`config.mk`:
```
export PLATFORM = sky130hd
export DESIGN_NAME = gpio_multibank
export DESIGN_NICKNAME = d
export VERILOG_FILES = /design/src/rtl/gpio_pkg.sv /design/src/rtl/gpio_sync.sv /design/src/rtl/gpio_evt_detect.sv /design/src/rtl/gpio_bank.sv /design/src/rtl/gpio_multibank.sv
export SDC_FILE = /design/constraint.sdc
export NUM_CORES = 1
export LEC_CHECK = 0
export ABC_AREA = 1
export BUFFER_PORTS_ARGS = -buffer_cell sky130_fd_sc_hd__buf_2
export CORE_MARGIN = 2
export CORE_UTILIZATION = 55
export DETAILED_ROUTE_END_ITERATION = 7
export PLACE_DENSITY = 0.77
export SYNTH_ARGS = -nofsm -noshare
export SYNTH_HDL_FRONTEND = slang
export SYNTH_SLANG_ARGS = --single-unit
```
`constraint.sdc`:
```
create_clock -name clk -period 2.6 [get_ports clk]
set_input_delay 0.26 -clock clk [delete_from_list [all_inputs] [get_ports clk]]
set_output_delay 0.26 -clock clk [all_outputs]
set_load 0.02 [all_outputs]
```
`src/rtl/gpio_pkg.sv`:
```
package gpio_pkg;

    localparam int LINES_PER_BANK = 32;
    localparam int REGS_PER_BANK  = 8;
    localparam int IDX_W          = $clog2(REGS_PER_BANK);

    // Register index within a bank; the order is the address map.
    typedef enum logic [IDX_W-1:0] {
        REG_ODRAIN   = 3'd0,
        REG_DATA     = 3'd1,
        REG_DIR      = 3'd2,
        REG_POLARITY = 3'd3,
        REG_ANYEDGE  = 3'd4,
        REG_MASK     = 3'd5,
        REG_LEVEL    = 3'd6,
        REG_STATUS   = 3'd7
    } gpio_reg_e;

    // Per-line trigger mode decoded from three configuration bits.
    typedef enum logic [2:0] {
        TRIG_FALL = 3'd0,
        TRIG_RISE = 3'd1,
        TRIG_BOTH = 3'd2,
        TRIG_LOW  = 3'd3,
        TRIG_HIGH = 3'd4
    } gpio_trig_e;

    function automatic gpio_trig_e trig_of(input logic lvl, input logic pol, input logic any);
        if (lvl)      return pol ? TRIG_HIGH : TRIG_LOW;
        else if (any) return TRIG_BOTH;
        else          return pol ? TRIG_RISE : TRIG_FALL;
    endfunction

    function automatic logic [LINES_PER_BANK-1:0] line_mask(input int width);
        if (width >= LINES_PER_BANK) return '1;
        return (LINES_PER_BANK'(1) << width) - LINES_PER_BANK'(1);
    endfunction

endpackage

```
`src/rtl/gpio_sync.sv`:
```
module gpio_sync #(
    parameter int W = 32
) (
    input  logic         clk,
    input  logic         rst_n,
    input  logic [W-1:0] async_i,
    output logic [W-1:0] sync_o,
    output logic [W-1:0] prev_o
);

    logic [W-1:0] meta_q;
    logic [W-1:0] sync_q;
    logic [W-1:0] prev_q;

    always_ff @(posedge clk or negedge rst_n) begin
        if (!rst_n) begin
            meta_q <= '0;
            sync_q <= '0;
            prev_q <= '0;
        end else begin
            meta_q <= async_i;
            sync_q <= meta_q;
            prev_q <= sync_q;
        end
    end

    assign sync_o = sync_q;
    assign prev_o = prev_q;

endmodule

```
`src/rtl/gpio_evt_detect.sv`:
```
module gpio_evt_detect
    import gpio_pkg::*;
#(
    parameter int W = 32
) (
    input  logic [W-1:0] cur_i,
    input  logic [W-1:0] prev_i,
    input  logic [W-1:0] level_i,
    input  logic [W-1:0] pol_i,
    input  logic [W-1:0] both_i,
    output logic [W-1:0] evt_o
);

    for (genvar i = 0; i < W; i++) begin : g_line
        gpio_trig_e mode;
        logic       hit;

        always_comb begin
            mode = trig_of(level_i[i], pol_i[i], both_i[i]);
            unique case (mode)
                TRIG_LOW:  hit = ~cur_i[i];
                TRIG_HIGH: hit = cur_i[i];
                TRIG_RISE: hit = cur_i[i] & ~prev_i[i];
                TRIG_FALL: hit = ~cur_i[i] & prev_i[i];
                TRIG_BOTH: hit = cur_i[i] ^ prev_i[i];
                default:   hit = 1'b0;
            endcase
        end

        assign evt_o[i] = hit;
    end

endmodule

```
`src/rtl/gpio_bank.sv`:
```
module gpio_bank
    import gpio_pkg::*;
#(
    parameter int WIDTH = 32,
    localparam int LW = LINES_PER_BANK,
    localparam logic [LINES_PER_BANK-1:0] IMPL = line_mask(WIDTH)
) (
    input  logic          clk,
    input  logic          rst_n,
    input  logic          wr_en,
    input  gpio_reg_e     wr_idx,
    input  logic [31:0]   wr_data,
    input  gpio_reg_e     rd_idx,
    output logic [31:0]   rd_data,
    input  logic [LW-1:0] pin_i,
    output logic [LW-1:0] pad_out_o,
    output logic [LW-1:0] pad_oe_o,
    output logic [LW-1:0] evt_o,
    output logic [LW-1:0] status_o,
    output logic [LW-1:0] impl_o,
    output logic          pending_o
);

    logic [LW-1:0] odrain_q, data_q, dir_q, pol_q, any_q, mask_q, level_q, status_q;
    logic [LW-1:0] sync_v, prev_v, evt_raw, evt, clr;

    // Input path: variant chosen by bank width
    if (WIDTH == 0) begin : g_empty
        assign sync_v  = '0;
        assign prev_v  = '0;
        assign evt_raw = '0;
    end else begin : g_live
        gpio_sync #(.W(LW)) u_sync (
            .clk     (clk),
            .rst_n   (rst_n),
            .async_i (pin_i & IMPL),
            .sync_o  (sync_v),
            .prev_o  (prev_v)
        );

        gpio_evt_detect #(.W(LW)) u_det (
            .cur_i   (sync_v),
            .prev_i  (prev_v),
            .level_i (level_q),
            .pol_i   (pol_q),
            .both_i  (any_q),
            .evt_o   (evt_raw)
        );
    end

    assign evt = evt_raw & IMPL;

    // Configuration registers
    always_ff @(posedge clk or negedge rst_n) begin
        if (!rst_n) begin
            odrain_q <= '0;
            data_q   <= '0;
            dir_q    <= IMPL;
            pol_q    <= '0;
            any_q    <= '0;
            mask_q   <= '0;
            level_q  <= '0;
        end else if (wr_en) begin
            unique case (wr_idx)
                REG_ODRAIN:   odrain_q <= wr_data & IMPL;
                REG_DATA:     data_q   <= wr_data & IMPL;
                REG_DIR:      dir_q    <= wr_data & IMPL;
                REG_POLARITY: pol_q    <= wr_data & IMPL;
                REG_ANYEDGE:  any_q    <= wr_data & IMPL;
                REG_MASK:     mask_q   <= wr_data & IMPL;
                REG_LEVEL:    level_q  <= wr_data & IMPL;
                REG_STATUS:   ;
            endcase
        end
    end

    // Status: write-one-to-clear, a new hit overrides the clear
    assign clr = (wr_en && wr_idx == REG_STATUS) ? wr_data : '0;

    always_ff @(posedge clk or negedge rst_n) begin
        if (!rst_n) status_q <= '0;
        else        status_q <= (status_q & ~clr) | evt;
    end

    // Read mux
    always_comb begin
        unique case (rd_idx)
            REG_ODRAIN:   rd_data = odrain_q;
            REG_DATA:     rd_data = (data_q & ~dir_q) | (sync_v & dir_q & IMPL);
            REG_DIR:      rd_data = dir_q;
            REG_POLARITY: rd_data = pol_q;
            REG_ANYEDGE:  rd_data = any_q;
            REG_MASK:     rd_data = mask_q;
            REG_LEVEL:    rd_data = level_q;
            REG_STATUS:   rd_data = status_q;
        endcase
    end

    // Pad drive
    assign pad_oe_o  = ~dir_q & ~(odrain_q & data_q) & IMPL;
    assign pad_out_o = data_q & ~odrain_q & IMPL;

    assign evt_o     = evt;
    assign status_o  = status_q;
    assign impl_o    = IMPL;
    assign pending_o = |(status_q & mask_q);

endmodule

```
`src/rtl/gpio_multibank.sv`:
```
module gpio_multibank
    import gpio_pkg::*;
#(
    parameter int NUM_BANKS = 3,
    parameter logic [NUM_BANKS*6-1:0] BANK_WIDTHS = {6'd12, 6'd0, 6'd32},
    localparam int BANK_BITS = (NUM_BANKS > 1) ? $clog2(NUM_BANKS) : 1,
    localparam int ADDR_W = BANK_BITS + 5,
    localparam int LINES = NUM_BANKS * LINES_PER_BANK
) (
    input  logic              clk,
    input  logic              rst_n,
    input  logic              bus_we,
    input  logic              bus_re,
    input  logic [ADDR_W-1:0] bus_addr,
    input  logic [31:0]       bus_wdata,
    output logic [31:0]       bus_rdata,
    input  logic [LINES-1:0]  pin_in,
    output logic [LINES-1:0]  pad_out,
    output logic [LINES-1:0]  pad_oe,
    output logic              irq
);

    logic [BANK_BITS-1:0] bank_sel;
    gpio_reg_e            reg_idx;
    logic [31:0]          bank_rd [NUM_BANKS];
    logic [NUM_BANKS-1:0] bank_pend;
    logic [LINES-1:0]     evt_all, stat_all, impl_all;
    logic [31:0]          rd_mux;
    logic [31:0]          rdata_q;

    assign bank_sel = bus_addr[ADDR_W-1:5];
    assign reg_idx  = gpio_reg_e'(bus_addr[4:2]);

    for (genvar b = 0; b < NUM_BANKS; b++) begin : g_bank
        gpio_bank #(.WIDTH(int'(BANK_WIDTHS[b*6 +: 6]))) u_bank (
            .clk       (clk),
            .rst_n     (rst_n),
            .wr_en     (bus_we && (bank_sel == BANK_BITS'(b))),
            .wr_idx    (reg_idx),
            .wr_data   (bus_wdata),
            .rd_idx    (reg_idx),
            .rd_data   (bank_rd[b]),
            .pin_i     (pin_in[b*32 +: 32]),
            .pad_out_o (pad_out[b*32 +: 32]),
            .pad_oe_o  (pad_oe[b*32 +: 32]),
            .evt_o     (evt_all[b*32 +: 32]),
            .status_o  (stat_all[b*32 +: 32]),
            .impl_o    (impl_all[b*32 +: 32]),
            .pending_o (bank_pend[b])
        );
    end

    always_comb begin
        rd_mux = '0;
        for (int b = 0; b < NUM_BANKS; b++) begin
            if (bank_sel == BANK_BITS'(b)) rd_mux = bank_rd[b];
        end
    end

    always_ff @(posedge clk or negedge rst_n) begin
        if (!rst_n)      rdata_q <= '0;
        else if (bus_re) rdata_q <= rd_mux;
    end

    assign bus_rdata = rdata_q;
    assign irq       = |bank_pend;

endmodule

```
**After elaboration in Yosys (flattened, before gate mapping)**

Cells that the tools add are included.

- Bits in registers: 568
- Input port bits: 139
- Output and inout bits: 225
- Logic and storage cells: 754

- Equal/unequal tests: 185
- Multiplexer cells: 229
- Bitwise operators: 248
- Reduce and logical (&&, ||, !) cells: 68

Operators by type and width:

| cell | count |
|---|---|
| 32-bit one-hot mux with 8 select lines | 2 |
| 32-bit bitwise AND | 9 |
| 3-bit by 2-bit == test with 1-bit output, second input constant | 90 |
| 3-bit two-way mux | 88 |
| 1-bit one-hot mux with 5 select lines | 44 |
| 32-bit two-way mux | 6 |
| 32-bit inverter | 6 |
| 3-bit == test, second input constant | 48 |
| 3-bit by 1-bit == test with 1-bit output, second input constant | 45 |
| 3-bit logical NOT | 45 |
| 1-bit bitwise AND | 88 |
| 2-bit two-way mux | 44 |
| 1-bit inverter | 88 |
| 32-bit by 12-bit bitwise OR with 32-bit output | 2 |
| 32-bit bitwise OR | 2 |
| 32-bit one-hot mux with 2 select lines | 1 |
| 64-bit OR reduction | 1 |
| 12-bit bitwise AND | 4 |
| 1-bit two-way mux | 44 |
| 1-bit bitwise XOR | 44 |
| 12-bit by 32-bit bitwise AND with 32-bit output | 1 |
| 32-bit by 12-bit bitwise AND with 32-bit output | 1 |
| 12-bit inverter with 32-bit output | 1 |
| 2-bit AND reduction | 14 |
| other kinds (6) | 12 |

**Logic depth before layout (Yosys ltp)**

Gate-level depths: netlist of the first run.

- Word-level depth: 7
- Mapped depth: 14
- Depth with buffers taken out: 11

**Hierarchy**

Synthesis of the first run repeated with hierarchy kept, for this count alone.

- Cells, all modules: 4505
- Area total of the unflattened synthesis: 34762.1 µm²

Modules (own cells, without submodules):

| module | times used | cells an instance | area each (µm²) | sequential area each (µm²) |
|---|---|---|---|---|
| gpio_bank (g_bank[0].u_bank) | 1 | 1734 | 13020.0 | 6446.2 |
| gpio_bank (g_bank[2].u_bank) | 1 | 823 | 6438.7 | 2917.8 |
| gpio_sync | 2 | 96 | 2402.3 | 2402.3 |
| gpio_evt_detect (g_bank[2].u_bank.g_live.u_det) | 1 | 584 | 3123.0 | 0.0 |
| gpio_evt_detect (g_bank[0].u_bank.g_live.u_det) | 1 | 584 | 3051.7 | 0.0 |
| gpio_bank (g_bank[1].u_bank) | 1 | 268 | 2253.4 | 800.8 |
| gpio_multibank | 1 | 320 | 2070.7 | 800.8 |

**Least setup slack after synthesis of the first run**

No wires, ideal clock.

- Path kind: input port to flip-flop
- From: input port bus_addr[3]
- To: register rdata_q[8], in the netlist bus_rdata[8]
- Library setup time: 116 ps
- Arrival time: 1367 ps
- Data required time: 2484 ps
- Slack: 1117 ps
- Stages: 12
- Path buffers: 3
- Cells stage by stage: buf_4 -> inv_1 -> buf_4 -> nand3_1 -> buf_2 -> nor2_1 -> nor2_1 -> nand3_1 -> nand2_1 -> inv_1 -> nand2_1 -> nand2_1

- Longest elaborated chain between the ends: 5
- Elaborated cells on any way between the ends: 15
- Classes of those cells: eq/ne: 7; mux: 6; reduce/logical: 2

RTL lines:

| item | RTL line | RTL |
|---|---|---|
| start: declaration | gpio_multibank.sv:14 | `input logic [ADDR_W-1:0] bus_addr,` |
| 3-bit by 1-bit == test with 1-bit output (tied with other cells) | gpio_bank.sv:87 | `unique case (rd_idx)` |
| 7-bit OR reduction (no source line) or 32-bit one-hot mux with 8 select lines (tied branches) | n/a |  |
| 32-bit one-hot mux with 2 select lines or 32-bit two-way mux (tied branches) | gpio_bank.sv:87, gpio_multibank.sv:56 |  |
| 32-bit two-way mux | gpio_multibank.sv:56 | `if (bank_sel == BANK_BITS'(b)) rd_mux = bank_rd[b];` |
| 32-bit two-way mux (*) | gpio_multibank.sv:56 |  |
| end signal: assignment | gpio_multibank.sv:62 | `else if (bus_re) rdata_q <= rd_mux;` |
| end: declaration | gpio_multibank.sv:29 | `logic [31:0] rdata_q;` |

Mark *: on every way between the ends. The rest lies on a longest branch, timed or not.
A chain may end at the register's enable or synchronous reset.

**Worst setup path after layout of the first run**

- From: register g_bank[0].u_bank.mask_q[16]
- To: output port irq

- Longest elaborated chain between the ends: 2

RTL lines:

| item | RTL line | RTL |
|---|---|---|
| start: declaration | gpio_bank.sv:24 | `logic [LW-1:0] odrain_q, data_q, dir_q, pol_q, any_q, mask_q, level_q, status_q;` |
| start signal: assignment | gpio_bank.sv:70 | `REG_MASK: mask_q <= wr_data & IMPL;` |
| 32-bit bitwise AND | gpio_bank.sv:106 | `assign pending_o = \|(status_q & mask_q);` |
| 64-bit OR reduction | gpio_multibank.sv:66 | `assign irq = \|bank_pend;` |
| end: declaration | gpio_multibank.sv:20 | `output logic irq` |

Every way passes these cells.

==> results of run 1 <==
[Yosys cell counts, drive strengths merged, types with 44 or more instances]
| master | count |
|---|---|
| dfrtp | 524 |
| inv | 381 |
| nor2 | 232 |
| o21ai | 545 |
| clkbuf | 93 |
| nand2 | 890 |
| ha | 88 |
| nand3 | 66 |
| buf | 153 |
| dfstp | 44 |
| a21oi | 171 |
| nand4 | 69 |
[cell usage in the layout, fill, tap and decap left out, types with 69 or more instances in the layout]
| master | synthesis | layout |
|---|---|---|
| a21oi_1 | 171 | 171 |
| nand2_1 | 883 | 880 |
| buf_2 | 32 | 204 |
| dlygate4sd3_1 | 0 | 77 |
| dfrtp_1 | 524 | 524 |
| ha_1 | 88 | 88 |
| nand4_1 | 69 | 69 |
| inv_1 | 374 | 374 |
| conb_1 | 1 | 104 |
| nor2_1 | 228 | 226 |
| o21ai_0 | 530 | 530 |
[timing repair]
action	in CTS	in global routing
setup buffers	0	0
resized for setup	0	1
hold endpoints to repair	234	0
setup endpoints to repair	0	1
hold buffers	77	0
[sequential cells by signal, indices dropped and copies added, names as in the netlist]
signal / count
g_bank.u_bank.any_q: 44
g_bank.u_bank.g_live.u_sync.meta_q: 44
g_bank.u_bank.status_o: 96
g_bank.u_bank.odrain_q: 44
g_bank.u_bank.g_live.u_sync.sync_o: 44
g_bank.u_bank.g_live.u_sync.prev_o: 44
g_bank.u_bank.dir_q: 44
g_bank.u_bank.level_q: 44
bus_rdata: 32
g_bank.u_bank.data_q: 44
g_bank.u_bank.mask_q: 44
g_bank.u_bank.pol_q: 44
[layer usage]
metal | vias up | global-route usage, %
li1 | 11241 | -
met1 | 11387 | 41.9
met2 | 1248 | 48.8
met3 | 275 | 6.70
met4 | 4 | 15.4
met5 | - | 0
[worst paths after layout]
check / start / end / slack, ns / cells after the start
setup / recovery: g_bank[0].u_bank.mask_q[16]$_DFFE_PN0P_ / irq / 0.01 / 7
hold / removal: rst_n / g_bank[2].u_bank.g_live.u_sync.sync_o[2]$_DFF_PN0_ / 0.12 / 2
setup reg to reg: g_bank[0].u_bank.dir_q[3]$_DFFE_PN1P_ / bus_rdata[3]$_DFFE_PN0P_ / 1.08 / 11
hold reg to reg: g_bank[0].u_bank.g_live.u_sync.meta_q[1]$_DFF_PN0_ / g_bank[0].u_bank.g_live.u_sync.sync_o[1]$_DFF_PN0_ / 0.35 / 0
max in group asynchronous: rst_n / bus_rdata[14]$_DFFE_PN0P_ / 1.50 / 3
min in group clk: bus_re / bus_rdata[20]$_DFFE_PN0P_ / 0.22 / 3
[cell type report]
type                    count  area [sq um]
diodes                      1          2.50
clock buffers              89          1800
clock inverters            21           239
fillers                  4187         17800
inverters                 382          1430
multi-input cells        2294         11100
flip-flops and latches    568         14300
well taps                 672           841
repair buffers            361          2560
[power groups by stage]
| stage | Sequential, W | Combinational [W] | Clock, W |
|---|---|---|---|
| 6_report | 0.0111 | 0.00432 | 0.00871 |
| 4_1_cts | 0.0111 | 0.00428 | 0.00880 |
| 2_1_floorplan | 0.0110 | 0.00289 | 0 |
| 3_3_place_gp | 0.0112 | 0.00404 | 0 |
| 3_5_place_dp | 0.0112 | 0.00415 | 0 |
| 5_1_grt | 0.0113 | 0.00486 | 0.00919 |
[metrics by stage]
step	cells	setup slack, ns	cell area (sq um)
after detailed placement	4200	0.404	29500
after CTS	4387	0.0765	32300
after floorplan	3490	1.12	28200
after global routing	4387	0.0323	32300
final	4388	0.0102	32300
after global placement	4200	0.467	29500
[kinds of logic (layout without fill, tap and decap cells)]
group | Yosys count | after routing | synth area share [%]
compound gates | 803 | 803 | 15.2
xor+xnor | 10 | 10 | 0.315
fa+ha+maj | 88 | 88 | 3.95
buf+inv | 628 | 853 | 10.2
flops | 568 | 568 | 51.3
mux | 6 | 6 | 0.229
other cells | 1 | 105 | 0.0135
simple gates | 1283 | 1283 | 18.8
==> flow_summary.yaml, run 1 <==
global_routing:
  grt_pass1_wl_mm: 128
  grt_overflow: 0
  grt_max_degree: 100
  antenna_found_initial: 3
  grt_usage_pct: 31.4
  grt_pass1_vias: 22864
sta:
  timing.hold.ws_ns: 0.123
  setup_tns_ns: 0
  min_period_ns: 2.59
  hold_violations: 0
  period_share_pct: 99.6
  setup_viol: 0
  rsz0062_at_grt: "no"
  skew_ns: 0.0302
  tightest_slew_ns: 0.843
  slew_headroom_pct: 43.8
  clock.fmax_mhz: 386
  drv_slew: 0
critical_path:
  path_class: "reg2out"
  crit_path_start_kind: "flop"
  cp_slowest_stage_delay_ns: 0.39
  end_kind: "output port"
  arrival_ns: 2.33
  crit_chain: "nand2_1 > nand2_1 > a221oi_1 > nand2_1 > nor2_1 > nand3_1 > buf_2"
  critPathSlowestCell: "dfrtp_1"
  cp_max_fo: 3
  cp_top_family: "simple AND/OR/NAND/NOR gates"
  crit_path_frequent_cell: "nand2_1"
  crit_buf_inv: 1
  crit_required_ns: 2.34
pwr:
  ir_worst_vdd_v: 0.000576
  p_leak_nw: 16.3
  finalPower_w: 0.0242
  p_seq_share_pct: 46.1
  power_density_nw_per_um2: 749
  p_int_w: 0.0166
  p_sw_w: 0.00752
  clkPwrFrac_pct: 36.0
  switching_share_pct: 31.1
  combPwrFrac_pct: 17.9
placed_design:
  dp_hpwl_mm: 52.6
  portBuffers: 205
  gp_congestion: 0.883
worst_hold_path:
  hold_class: "in2async"
finish:
  final_util_pct: 64.5
  area_growth_pct: 15.9
  drive_gt1_share_pct: 13.0
  layout.nets: 3892
detailed_routing:
  met2_wirelength_mm: 37.3
  wl_mm: 82.0
  drc: 0
  met3_length_mm: 8.31
  met1_length_mm: 32.0
  drt-vias-per-instance: 5.50
  drtPass1Iterations: 6
  wl_per_cell_um: 18.7
  vias: 24155
  first_iter_violations: 2478
  highest-signal-layer: "met5"
  final_antenna_net_count: 0
floorplanning:
  ios: 364
  core_sq_um: 50100
  die_h_um: 229
  chipWidth_um: 229
  dieArea_sq_um: 52400
  start_util_pct: 55.6
  num_rows: 82
status:
  outcome: "completed"
clock_tree:
  clkTransAtPathRegs_ns: 0.06
  clk-insertion-delay-late_ns: 0.65
  htree_levels: 2
  numClockSinks: 568
  cts_buffer_depth: 3
  cts_tree: "yes"
  cts_buffers: 58
  cts_root_buf: "clkbuf_16"
yosys:
  synth_largest_area_cell: "dfrtp_1"
  syn_inst: 3387
  netlist.area_leader.share_pct: 47.1
  synth_area_sq_um: 27800
  synthFlopType: "dfrtp_1"
  synth_cell_types: 42
  syn_area_per_cell_sq_um: 8.22
  yosysWarnings: 0
  synth_edf_count: 0
  async_flop_share_pct: 100
  ys_seq_area_share_pct: 51.3
  synth-seq-cells: 568
  yosys-top-cells-area: "dfrtp_1, nand2_1, o21ai_0, inv_1, dfstp_2"
flow_run:
  drv_cap: 0
No activity file was read; power rests on OpenSTA's default activity.
==> inputs of run 2 (changes only) <==
--- a/config.mk
+++ b/config.mk
@@ -8,9 +8,9 @@
 export ABC_AREA = 1
 export BUFFER_PORTS_ARGS = -buffer_cell sky130_fd_sc_hd__buf_2
 export CORE_MARGIN = 2
-export CORE_UTILIZATION = 55
+export CORE_UTILIZATION = 63
 export DETAILED_ROUTE_END_ITERATION = 7
-export PLACE_DENSITY = 0.77
+export PLACE_DENSITY = 0.86
 export SYNTH_ARGS = -nofsm -noshare
 export SYNTH_HDL_FRONTEND = slang
 export SYNTH_SLANG_ARGS = --single-unit
==> run 2 against run 1 <==
Largest power group unchanged. Maximum frequency rose by 1.6%. Sequential power about the same. Clock-buffer cell count down 12. Global-route usage increased by 4.8 points. Combinational power up 2%. First-iteration DRC count grew 0.44%. Critical path type unchanged. Critical path depth unchanged. Total power is 1.8% higher. Clock skew increased by 0.0033 ns. Final cell count shrank 1.9%. Die area is 12% lower. Design area is 0.15% higher.
==> flow_summary.yaml, run 2 (same netlist as run 1, synthesis figures left out) <==
floorplanning:
  chipWidth_um: 214
  die_h_um: 214
  num_rows: 77
  ios: 364
  dieArea_sq_um: 45900
  start_util_pct: 63.4
  core_sq_um: 43900
clock_tree:
  cts_root_buf: "clkbuf_16"
  clk-insertion-delay-late_ns: 0.64
  post_cts_buffers: 0
  cts_buffers: 57
  numClockSinks: 568
  clkTransAtPathRegs_ns: 0.07
  htree_levels: 2
  cts_buffer_depth: 3
  cts_tree: "yes"
placed_design:
  pre_cts_ws_ns: 0.454
  gp_congestion: 0.922
  portBuffers: 205
  dp_hpwl_mm: 52.5
  dpl_cell_area_sq_um: 29500
finish:
  fin_area_sq_um: 32300
  layout_common_cells: "nand2_1, o21ai_0, dfrtp_1, inv_1, nor2_1"
  layout.nets: 3892
  largest_reg_flops: 96
  area_growth_pct: 16.1
  final_common_cell: "nand2_1"
  fillers: 3092
  drive_gt1_share_pct: 13.0
sta:
  hold_violations: 0
  rsz0062_at_grt: "no"
  fin_ws_ns: 0.0520
  setup_tns_ns: 0
  period_share_pct: 98.0
  setup_viol: 0
  skew_ns: 0.0335
  slew_headroom_pct: 55.2
  min_period_ns: 2.55
  timing.hold.ws_ns: 0.205
  tightest_slew_ns: 0.672
  drv_slew: 0
  clock.fmax_mhz: 392
critical_path:
  crit_path_frequent_cell: "nand2_1"
  critPathSlowestCell: "dfrtp_1"
  crit_required_ns: 2.34
  end_kind: "output port"
  crit_path_start_kind: "flop"
  path_class: "reg2out"
  cp_top_family: "simple AND/OR/NAND/NOR gates"
  arrival_ns: 2.29
  crit_buf_inv: 1
  crit_chain: "nand2_1 > nand2_1 > a221oi_2 > nand2_1 > nor2_1 > nand3_1 > buf_2"
  cp_max_fo: 3
  cp_slowest_stage_delay_ns: 0.40
global_routing:
  grt_pass1_vias: 24400
  antenna_found_initial: 3
  grt_usage_pct: 36.2
  grt_max_degree: 73
  grt_overflow: 0
  grt_pass1_wl_mm: 131
pwr:
  p_sw_w: 0.00757
  p_seq_share_pct: 45.3
  p_leak_nw: 16.4
  switching_share_pct: 30.7
  p_int_w: 0.0170
  ir_worst_vdd_v: 0.000644
  combPwrFrac_pct: 17.9
  finalPower_w: 0.0246
  power_density_nw_per_um2: 761
  clkPwrFrac_pct: 36.8
detailed_routing:
  drt-vias-per-instance: 5.76
  drc: 0
  drtPass1Iterations: 6
  final_antenna_net_count: 0
  wl_per_cell_um: 19.1
  vias: 24784
  first_iter_violations: 2489
  wl_mm: 82.2
status:
  outcome: "completed"
flow_run:
  drv_cap: 0
worst_hold_path:
  hold_class: "in2reg"
[run 2: what timing repair did]
action	in CTS	in global routing
resized for setup	0	3
endpoints found under the hold margin	132	0
hold buffers	77	0
endpoints found under the setup margin	0	1
[run 2: metrics by stage]
stage	instances	utilization [%]
4_1_cts	4304	73.5
5_1_grt	4304	73.6
3_5_place_dp	4121	67.1
3_3_place_gp	4121	67.1
6_report	4305	73.6
2_1_floorplan	3490	-
[run 2: tightest hold or removal path, cell delays in order]
cell and delay, ns:
buf_2 0.28, nand2_1 0.14, inv_1 0.03, nand2_1 0.05, nand2_1 0.04
[run 2: cell type report]
class	instances	area, sq um	area share, %
clock inverter	29	443	1.37
sequential	568	14300	44.1
timing repair buffer	362	2670	8.26
tap	592	741	2.29
inverter	382	1430	4.44
antenna	1	2.50	0.00774
multi-input combinational	2294	11100	34.5
clock buffer	77	1620	5.02
[run 2: path summary, 6_finish.rpt]
path	startpoint	to	slack [ns]	depth (start not counted)
setup / recovery	g_bank[0].u_bank.mask_q[16]$_DFFE_PN0P_	irq	0.05	7
hold / removal	bus_re	bus_rdata[7]$_DFFE_PN0P_	0.20	5
setup reg to reg	g_bank[0].u_bank.dir_q[5]$_DFFE_PN1P_	bus_rdata[5]$_DFFE_PN0P_	1.09	11
hold reg to reg	g_bank[0].u_bank.g_live.u_sync.meta_q[7]$_DFF_PN0_	g_bank[0].u_bank.g_live.u_sync.sync_o[7]$_DFF_PN0_	0.34	0
max in group asynchronous	rst_n	g_bank[0].u_bank.dir_q[18]$_DFFE_PN1P_	1.52	3
min in group asynchronous	rst_n	g_bank[0].u_bank.g_live.u_sync.meta_q[1]$_DFF_PN0_	0.22	2
[run 2: routing by layer]
metal	up-vias	global-route usage, %	wire [um]
met3	375	8.51	9420
met4	2	21.4	5190
met2	1472	56.3	37500
li1	11238	-	-
met1	11697	46.6	30100
met5	-	0	13
[run 2: power groups by stage]
stage | registers, W | clock network [W] | logic (W)
2_1_floorplan | 0.0110 | 0 | 0.00289
3_3_place_gp | 0.0112 | 0 | 0.00402
3_5_place_dp | 0.0112 | 0 | 0.00417
4_1_cts | 0.0111 | 0.00909 | 0.00432
5_1_grt | 0.0113 | 0.00951 | 0.00491
6_report | 0.0112 | 0.00904 | 0.00441
